[src/rtl/i2c_byte_master.sv]
module i2c_byte_master #(
  parameter int PRE_LO = 16,
  parameter int PRE_HI = 512
) (
  input  logic       clk,
  input  logic       rst_n,
  input  logic       reg_we,
  input  logic [1:0] reg_addr,
  input  logic [7:0] reg_wdata,
  output logic [7:0] reg_rdata,
  output logic       irq,
  output logic       scl_o,
  output logic       sda_o,
  input  logic       sda_i
);
  localparam int QLO = PRE_LO / 4;
  localparam int QHI = PRE_HI / 4;
  localparam int PW  = $clog2(QHI);

  typedef enum logic [2:0] {S_IDLE, S_START, S_BITS, S_HOLD, S_RSTART, S_STOP} st_t;
  st_t st;

  logic          ackgen, presel, irq_en, pend;
  logic [3:0]    div;
  logic [1:0]    mode;
  logic          en, nack;
  logic [7:0]    data, own, shreg;
  logic [3:0]    bitc;
  logic [1:0]    ph;
  logic          addr_ph, stop_req, rs_req;
  logic          scl_q, sda_q;
  logic [PW-1:0] pre_cnt;
  logic [3:0]    div_cnt;

  wire busy = (st != S_IDLE);
  wire tx   = addr_ph | mode[0];
  wire [PW-1:0] pre_max = presel ? PW'(QHI - 1) : PW'(QLO - 1);
  wire tick = (pre_cnt == pre_max) && (div_cnt == div);
  wire wr_ctrl = reg_we && reg_addr == 2'd0;
  wire wr_stat = reg_we && reg_addr == 2'd1;

  assign scl_o = scl_q;
  assign sda_o = sda_q;
  assign irq   = pend & irq_en;

  always_comb
    case (reg_addr)
      2'd0:    reg_rdata = {ackgen, presel, irq_en, pend, div};
      2'd1:    reg_rdata = {mode, busy, en, 3'b000, nack};
      2'd2:    reg_rdata = data;
      default: reg_rdata = own;
    endcase

  always_ff @(posedge clk or negedge rst_n)
    if (!rst_n) begin
      pre_cnt <= '0;
      div_cnt <= '0;
    end else if (st == S_IDLE || st == S_HOLD) begin
      pre_cnt <= '0;
      div_cnt <= '0;
    end else if (pre_cnt == pre_max) begin
      pre_cnt <= '0;
      div_cnt <= (div_cnt == div) ? 4'd0 : div_cnt + 4'd1;
    end else
      pre_cnt <= pre_cnt + 1'b1;

  always_ff @(posedge clk or negedge rst_n)
    if (!rst_n) begin
      st <= S_IDLE;
      {ackgen, presel, irq_en, pend, div} <= '0;
      {mode, en, nack} <= '0;
      data <= '0; own <= '0; shreg <= '0;
      bitc <= '0; ph <= '0;
      addr_ph <= 1'b0; stop_req <= 1'b0; rs_req <= 1'b0;
      scl_q <= 1'b1; sda_q <= 1'b1;
    end else begin
      if (wr_ctrl) begin
        {ackgen, presel, irq_en} <= reg_wdata[7:5];
        div <= reg_wdata[3:0];
        if (!reg_wdata[4]) pend <= 1'b0;
      end
      if (wr_stat) begin
        mode <= reg_wdata[7:6];
        en   <= reg_wdata[4];
        if (busy) begin
          rs_req   <= reg_wdata[5];
          stop_req <= !reg_wdata[5];
        end
      end
      if (reg_we && reg_addr == 2'd2) data <= reg_wdata;
      if (reg_we && reg_addr == 2'd3) own  <= reg_wdata;

      case (st)
        S_IDLE: begin
          scl_q <= 1'b1; sda_q <= 1'b1;
          if (wr_stat && reg_wdata[7] && reg_wdata[5] && reg_wdata[4]) begin
            st <= S_START; ph <= 2'd0; shreg <= data; addr_ph <= 1'b1;
          end
        end
        S_START: if (tick) begin
          ph <= ph + 2'd1;
          if (ph == 2'd0) sda_q <= 1'b0;
          else begin
            scl_q <= 1'b0; st <= S_BITS; ph <= 2'd0; bitc <= 4'd0;
          end
        end
        S_BITS: if (tick) begin
          ph <= ph + 2'd1;
          case (ph)
            2'd0: sda_q <= (bitc == 4'd8) ? (tx | !ackgen) : (!tx | shreg[7]);
            2'd1: scl_q <= 1'b1;
            2'd2: if (bitc == 4'd8) nack <= sda_i;
                  else shreg <= {shreg[6:0], sda_i};
            default: begin
              scl_q <= 1'b0;
              if (bitc == 4'd8) begin
                st <= S_HOLD; pend <= 1'b1;
                if (!tx) data <= shreg;
              end else
                bitc <= bitc + 4'd1;
            end
          endcase
        end
        S_HOLD: if (!pend) begin
          ph <= 2'd0; bitc <= 4'd0;
          if (stop_req) begin
            st <= S_STOP; sda_q <= 1'b0; stop_req <= 1'b0;
          end else if (rs_req) begin
            st <= S_RSTART; sda_q <= 1'b1; rs_req <= 1'b0;
            shreg <= data; addr_ph <= 1'b1;
          end else begin
            st <= S_BITS; shreg <= data; addr_ph <= 1'b0;
          end
        end
        S_RSTART: if (tick) begin
          ph <= ph + 2'd1;
          case (ph)
            2'd0: scl_q <= 1'b1;
            2'd1: sda_q <= 1'b0;
            default: begin
              scl_q <= 1'b0; st <= S_BITS; ph <= 2'd0; bitc <= 4'd0;
            end
          endcase
        end
        default: if (tick) begin
          ph <= ph + 2'd1;
          case (ph)
            2'd0: scl_q <= 1'b1;
            2'd1: sda_q <= 1'b1;
            default: st <= S_IDLE;
          endcase
        end
      endcase
    end


  scl_stretch_chk: assert property (@(posedge clk) disable iff (!rst_n)
    pend |-> !scl_o);


  sda_steady_chk: assert property (@(posedge clk) disable iff (!rst_n)
    (st == S_BITS && scl_o && $past(scl_o)) |-> $stable(sda_o));


  start_cond_chk: assert property (@(posedge clk) disable iff (!rst_n)
    (st == S_START && !sda_o) |-> scl_o);


  idle_bus_chk: assert property (@(posedge clk) disable iff (!rst_n)
    $fell(busy) |-> (scl_o && sda_o));


  pend_irq_chk: assert property (@(posedge clk) disable iff (!rst_n)
    $rose(pend) |-> (irq == irq_en));
endmodule

[config.mk]
export PLATFORM = sky130hd
export DESIGN_NAME = i2c_byte_master
export DESIGN_NICKNAME = d
export VERILOG_FILES = /design/src/rtl/i2c_byte_master.sv
export SDC_FILE = /design/constraint.sdc
export NUM_CORES = 1
export LEC_CHECK = 0
export CORE_MARGIN = 1
export CORE_UTILIZATION = 53
export DETAILED_ROUTE_END_ITERATION = 10
export PLACE_DENSITY = 0.76
export SLEW_MARGIN = 20
export SYNTH_ARGS = -nofsm -noshare
export SYNTH_HDL_FRONTEND = slang
export SYNTH_SLANG_ARGS = --single-unit
[constraint.sdc]
create_clock -name clk -period 2.1 [get_ports clk]
set_input_delay 0.42 -clock clk [delete_from_list [all_inputs] [get_ports clk]]
set_output_delay 0.42 -clock clk [all_outputs]
set_load 0.02 [all_outputs]
# --- Yosys cells after proc, flatten, opt, wreduce, memory -nomap -nowiden ---
# Cells that the tools add are included.
word_totals:
  reg_bits: 61
  rom_bits: 0
  in_bits: 14
  elab_cells: 191
  memories: 0
  latchBits: 0
  mem_bits_rw: 0
classes:
  shift: 0
  muxes: 95
  addsub: 4
  n_eq_ne: 31
  multipliers: 0
  bitwise: 5
  div: 0
  n_lt_le_gt_ge: 0
  reduce_logical: 35
op_table:
  columns: ["op", "count"]
  rows:
  - ["8-bit 2-to-1 mux", 12]
  - ["8-bit one-hot mux with 3 select lines", 2]
  - ["4-bit 2-to-1 mux", 11]
  - ["1-bit 2-to-1 mux", 39]
  - ["3-bit 2-to-1 mux", 13]
  - ["2-bit != test, second input constant", 15]
  - ["7-bit 2-to-1 mux", 3]
  - ["9-bit AND reduction", 2]
  - ["4-bit one-hot mux with 4 select lines", 1]
  - ["3-bit one-hot mux with 5 select lines", 1]
  - ["2-bit 2-to-1 mux", 7]
  - ["11-bit AND reduction", 1]
  - ["1-bit one-hot mux with 5 select lines", 2]
  - ["10-bit AND reduction", 1]
  - ["5-bit nonzero test", 2]
  - ["3-bit nonzero test", 3]
  - ["4-bit by 1-bit adder with 4-bit output, second input constant", 2]
  - ["1-bit logical AND", 8]
  - ["2-bit one-hot mux with 4 select lines", 1]
  - ["4-bit AND reduction", 2]
  - ["7-bit by 1-bit adder with 7-bit output, second input constant", 1]
  - ["7-bit == test", 1]
  - ["7-bit AND reduction", 1]
  - ["2-bit == test, second input constant", 3]
  - ["other kinds (23)", 36]

# --- Depth between registers and ports, before layout ---
depth:
  depth_word: 8
  mapped_depth: 8
  ltp_nobuf: 7

# --- Worst setup path before layout ---
# No wires, ideal clock.
synth_timing:
  path_type: "flip-flop to flip-flop"
  start: "register div_cnt[0]"
  end: "register data[0]"
  stages_incl_launch_ff: 7
  arrival_time_ns: 2.093
  synth_period_minus_slack_ns: 2.218
  path_slack_ns: -0.118
  n_path_buf: 1
  path_cell_list: "dfrtp_1 -> xnor2_1 -> nand4_2 -> or4_1 -> or3_1 -> buf_6 -> mux2_4"
synth_via:
  elab_chain_len: 4
synth_lines:
  columns: ["element", "line_no", "source"]
  rows:
  - ["from (decl)", "33", "logic [3:0] div_cnt;"]
  - ["from (signal assigned)", "63", "div_cnt <= (div_cnt == div) ? 4'd0 : div_cnt + 4'd1;"]
  - ["4-bit == test", "38", "wire tick = (pre_cnt == pre_max) && (div_cnt == div);"]
  - ["1-bit logical AND", "38", null]
  - ["8-bit 2-to-1 mux", "107", "S_BITS: if (tick) begin"]
  - ["8-bit 2-to-1 mux", "93", "case (st)"]
  - ["to (signal assigned)", "90", "if (reg_we && reg_addr == 2'd2) data <= reg_wdata;"]
  - ["to (signal assigned)", "118", "if (!tx) data <= shreg;"]
  - ["to (decl)", "27", "logic [7:0] data, own, shreg;"]
# No other way between the ends.
# A chain may end at the register's enable or synchronous reset.

# --- Worst setup path in the final report ---
layout_timing:
  start: "register presel"
  end: "register data[4]"
layout_via:
  elab_chain_len: 5
layout_lines:
  columns: ["element", "line_no", "source"]
  rows:
  - ["from (decl)", "23", "logic ackgen, presel, irq_en, pend;"]
  - ["from (signal assigned)", "78", "{ackgen, presel, irq_en} <= reg_wdata[7:5];"]
  - ["7-bit 2-to-1 mux", "37", "wire [PW-1:0] pre_max = presel ? PW'(QHI - 1) : PW'(QLO - 1);"]
  - ["7-bit == test", "38", null]
  - ["1-bit logical AND", "38", null]
  - ["8-bit 2-to-1 mux", "107", null]
  - ["8-bit 2-to-1 mux", "93", null]
# No other way between the ends.

==> impl_metrics.toml <==
[run_status]
status = "finished with violations"
violations = "setup timing"

[timing]
rsz0062_at_grt = "true"
tightest_slew_ns = 0.403
setup_tns_ns = -2.33
holdWs_ns = 0.447
setup_viol = 17
max_slew_margin = 0.729
hold_viol = 0
fmax_mhz = 432
skew_ns = 0.00634
min_period_ns = 2.32
maxSlewViolCount = 0
worst_slack_ns = -0.217
post-route-period-util = 1.10

[final_layout]
finalNonFillerCells = 514
area_growth_syn_to_layout_pct = 34.0
fill_cells = 410
finalInstanceArea_sq_mm = 0.00479
ff_latch_area_sq_mm = 0.00153
drive_above_1_share = 0.375
nets = 457
antennaDiodeCount = 0
multi_input_area_sq_mm = 0.00207

[global_route]
grt_usage = 0.277
grt_overflow = 0
first_global_vias = 3175
grt_pass1_wl_microns = 15100
grt_max_degree = 57
antenna_found_initial = 0

[cts]
cts_inserted_buffers = 9
clockRootBuffer = "clkbuf_8"
htree_levels = 3
insertion_delay_ns = 0.34
cts_tree = "built"
clk_path_buf_depth = 2
clock-sinks = 61
path_clk_slew_ns = 0.07

[drt]
wirelength_microns = 9450
via_count = 3166
drc = 0
postRouteAntennaNets = 0
drtIter0Drc = 295
dr.pass1.iters = 7
vias_per_cell = 6.16
wire_per_inst_microns = 18.4

[logic_synthesis]
synth_top_family_by_area = "multiplexers"
synth_top_area_frac = 0.413
synth_seq_cells = 61
async_reset_ff_frac = 1.00
avgSynthCellArea_sq_um = 10.5
synth_xor_area_frac = 0.0319
synth.area.top_cells = "dfrtp_1, mux2_2, nand2_1"
synth_nets = 365
synth-compound-area-share = 0.111
syn_inst = 341
yosysUniqueCellTypes = 56
synth_top_area_cell = "dfrtp_1"
synth-simple-area-share = 0.168
synth_edf_count = 0
yosys-mux-area-fraction = 0.198
synth_commonest_cells = "dfrtp_1, nand2_1, mux2_2"
synth_ff_type = "dfrtp_1"
ys_seq_area_frac = 0.428
synth_area_sq_mm = 0.00357
yosysMostFrequentCell = "dfrtp_1"
ys_warn_count = 0
yosys.area_share.adder = 0.0350

[pwr]
clock_power_share = 0.211
power_per_cell_area_mw_per_mm2 = 1210
irDropWorstVdd_mv = 0.886
pwr-share-comb = 0.489
intPower_w = 0.00364
p_leak_nw = 2.22
switching_share = 0.373
pwr-share-seq = 0.300
p_switching_w = 0.00217

[worst_setup_path]
cpPeakStageDelay_ns = 0.45
critPathKind = "flop to flop"
rrSetupSlack_ns = -0.22
crit_fanout = 8
critical-path-top-delay-family = "simple AND/OR/NAND/NOR gates"
startpoint_type = "flop"
worstPathCellList = "nor3_1, o221ai_2, or4_4, or3_1, buf_6, mux2_4"
cp.arrival_ns = 2.54
crit_buf_inv = 1
required_ns = 2.32
critPathSlowestCell = "or4_4"
end_kind = "flop"

[placed_design]
port_buffers = 24
dp.cells = 490
dp.final_hpwl_microns = 6330
dp_worst_setup_slack_ns = -0.468
post_dp_cell_area_sq_mm = 0.00434
gp_congestion = 0.904

[die]
die_y_microns = 84.1
pin_count = 25
die_area_sq_mm = 0.00707
die_x_microns = 84.1
core_area_sq_mm = 0.00642
rows = 29
start_util = 0.556

[flow_run]
max-cap-violations = 0

[min_path]
min_path_type = "input port to asynchronous set/reset pin"
==> worst register-to-register path, stage by stage (launching register included) <==
cell and delay (ns):
dfrtp_2 0.44, nor3_1 0.32, o221ai_2 0.18, or4_4 0.45
or3_1 0.33, buf_6 0.17, mux2_4 0.31
==> per-stage QoR <==
step,utilization,power (W)
final,0.746,0.00580
after global routing,0.746,0.00609
after CTS,0.727,0.00558
after detailed placement,0.676,0.00426
after global placement,0.676,0.00417
after floorplan,-,0.00325
==> cell families (layout without fill, tap and decap cells) <==
logic type / count (synthesis) / after routing
AND/OR/NAND/NOR: 117 / 117
flip-flops: 61 / 61
AO/OA/AOI/OAI: 60 / 60
multiplexers: 56 / 56
buffers and inverters: 24 / 120
XOR/XNOR: 13 / 13
adder cells (fa/ha/maj): 10 / 10
==> flip-flops by register name (all words and copies together) (netlist names), 2 cells and up <==
name	flops
ph	2
bitc	4
st	3
div_cnt	4
own	8
data	8
shreg	8
div	4
pre_cnt	7
mode	2
==> final cells by class <==
class                   instances  area share
inverters                       8     0.00627
clock inverters                 3      0.0141
clock buffers                  12      0.0345
flip-flops and latches         61       0.319
well taps                      77      0.0201
repair buffers                 97       0.173
multi-input cells             256       0.433
==> worst paths after layout <==
path                                    startpoint                   to  cells past startpoint
worst max-delay path            presel$_DFFE_PN0N_    data[4]$_DFF_PN0_                      6
worst max register to register  presel$_DFFE_PN0N_    data[4]$_DFF_PN0_                      6
min in group clk                 scl_o$_DFFE_PN1P_    scl_o$_DFFE_PN1P_                      2
worst min-delay path                         rst_n  bitc[2]$_DFFE_PN0P_                      2
worst min register to register   scl_o$_DFFE_PN1P_    scl_o$_DFFE_PN1P_                      2
max in group asynchronous                    rst_n    scl_o$_DFFE_PN1P_                      3
==> layer usage <==
layer  GRT usage  up-vias  wire length [microns]
li1            -     1423                      -
met1       0.349     1567                   3960
met2       0.464      141                   4650
met3      0.0682       35                    582
met4       0.103        0                    251
met5           0        -                      0
==> layout by cell type, fill, tap and decap left out, drive strengths merged, types with 4 or more instances in the layout <==
cell / count
ha: 10
dfrtp: 59
nand3: 12
inv: 8
mux2i: 7
clkdlybuf4s50: 13
and3: 5
nand3b: 6
a21oi: 12
xnor2: 10
mux2: 44
o31ai: 7
mux4: 5
nand2: 40
o21ai: 16
and4: 4
dlygate4sd2: 5
clkbuf: 13
nor2: 23
buf: 74
==> power by group through the flow <==
stage	combinational, W	sequential (W)	clock, W
floorplan	0.00156	0.00169	0
global placement	0.00246	0.00171	0
detailed placement	0.00253	0.00173	0
CTS	0.00263	0.00172	0.00124
global route	0.00303	0.00177	0.00129
finish	0.00284	0.00174	0.00123
==> repair_timing <==
item / 4_1_cts / 5_1_grt
hold buffers: 1 / 0
setup endpoints to repair: 27 / 28
resized for setup: 36 / 23
cloned: 0 / 1
setup buffers: 5 / 5
pin swaps: 6 / 6
endpoints found under the hold margin: 4 / 0
(Power assumes the default switching activity.)
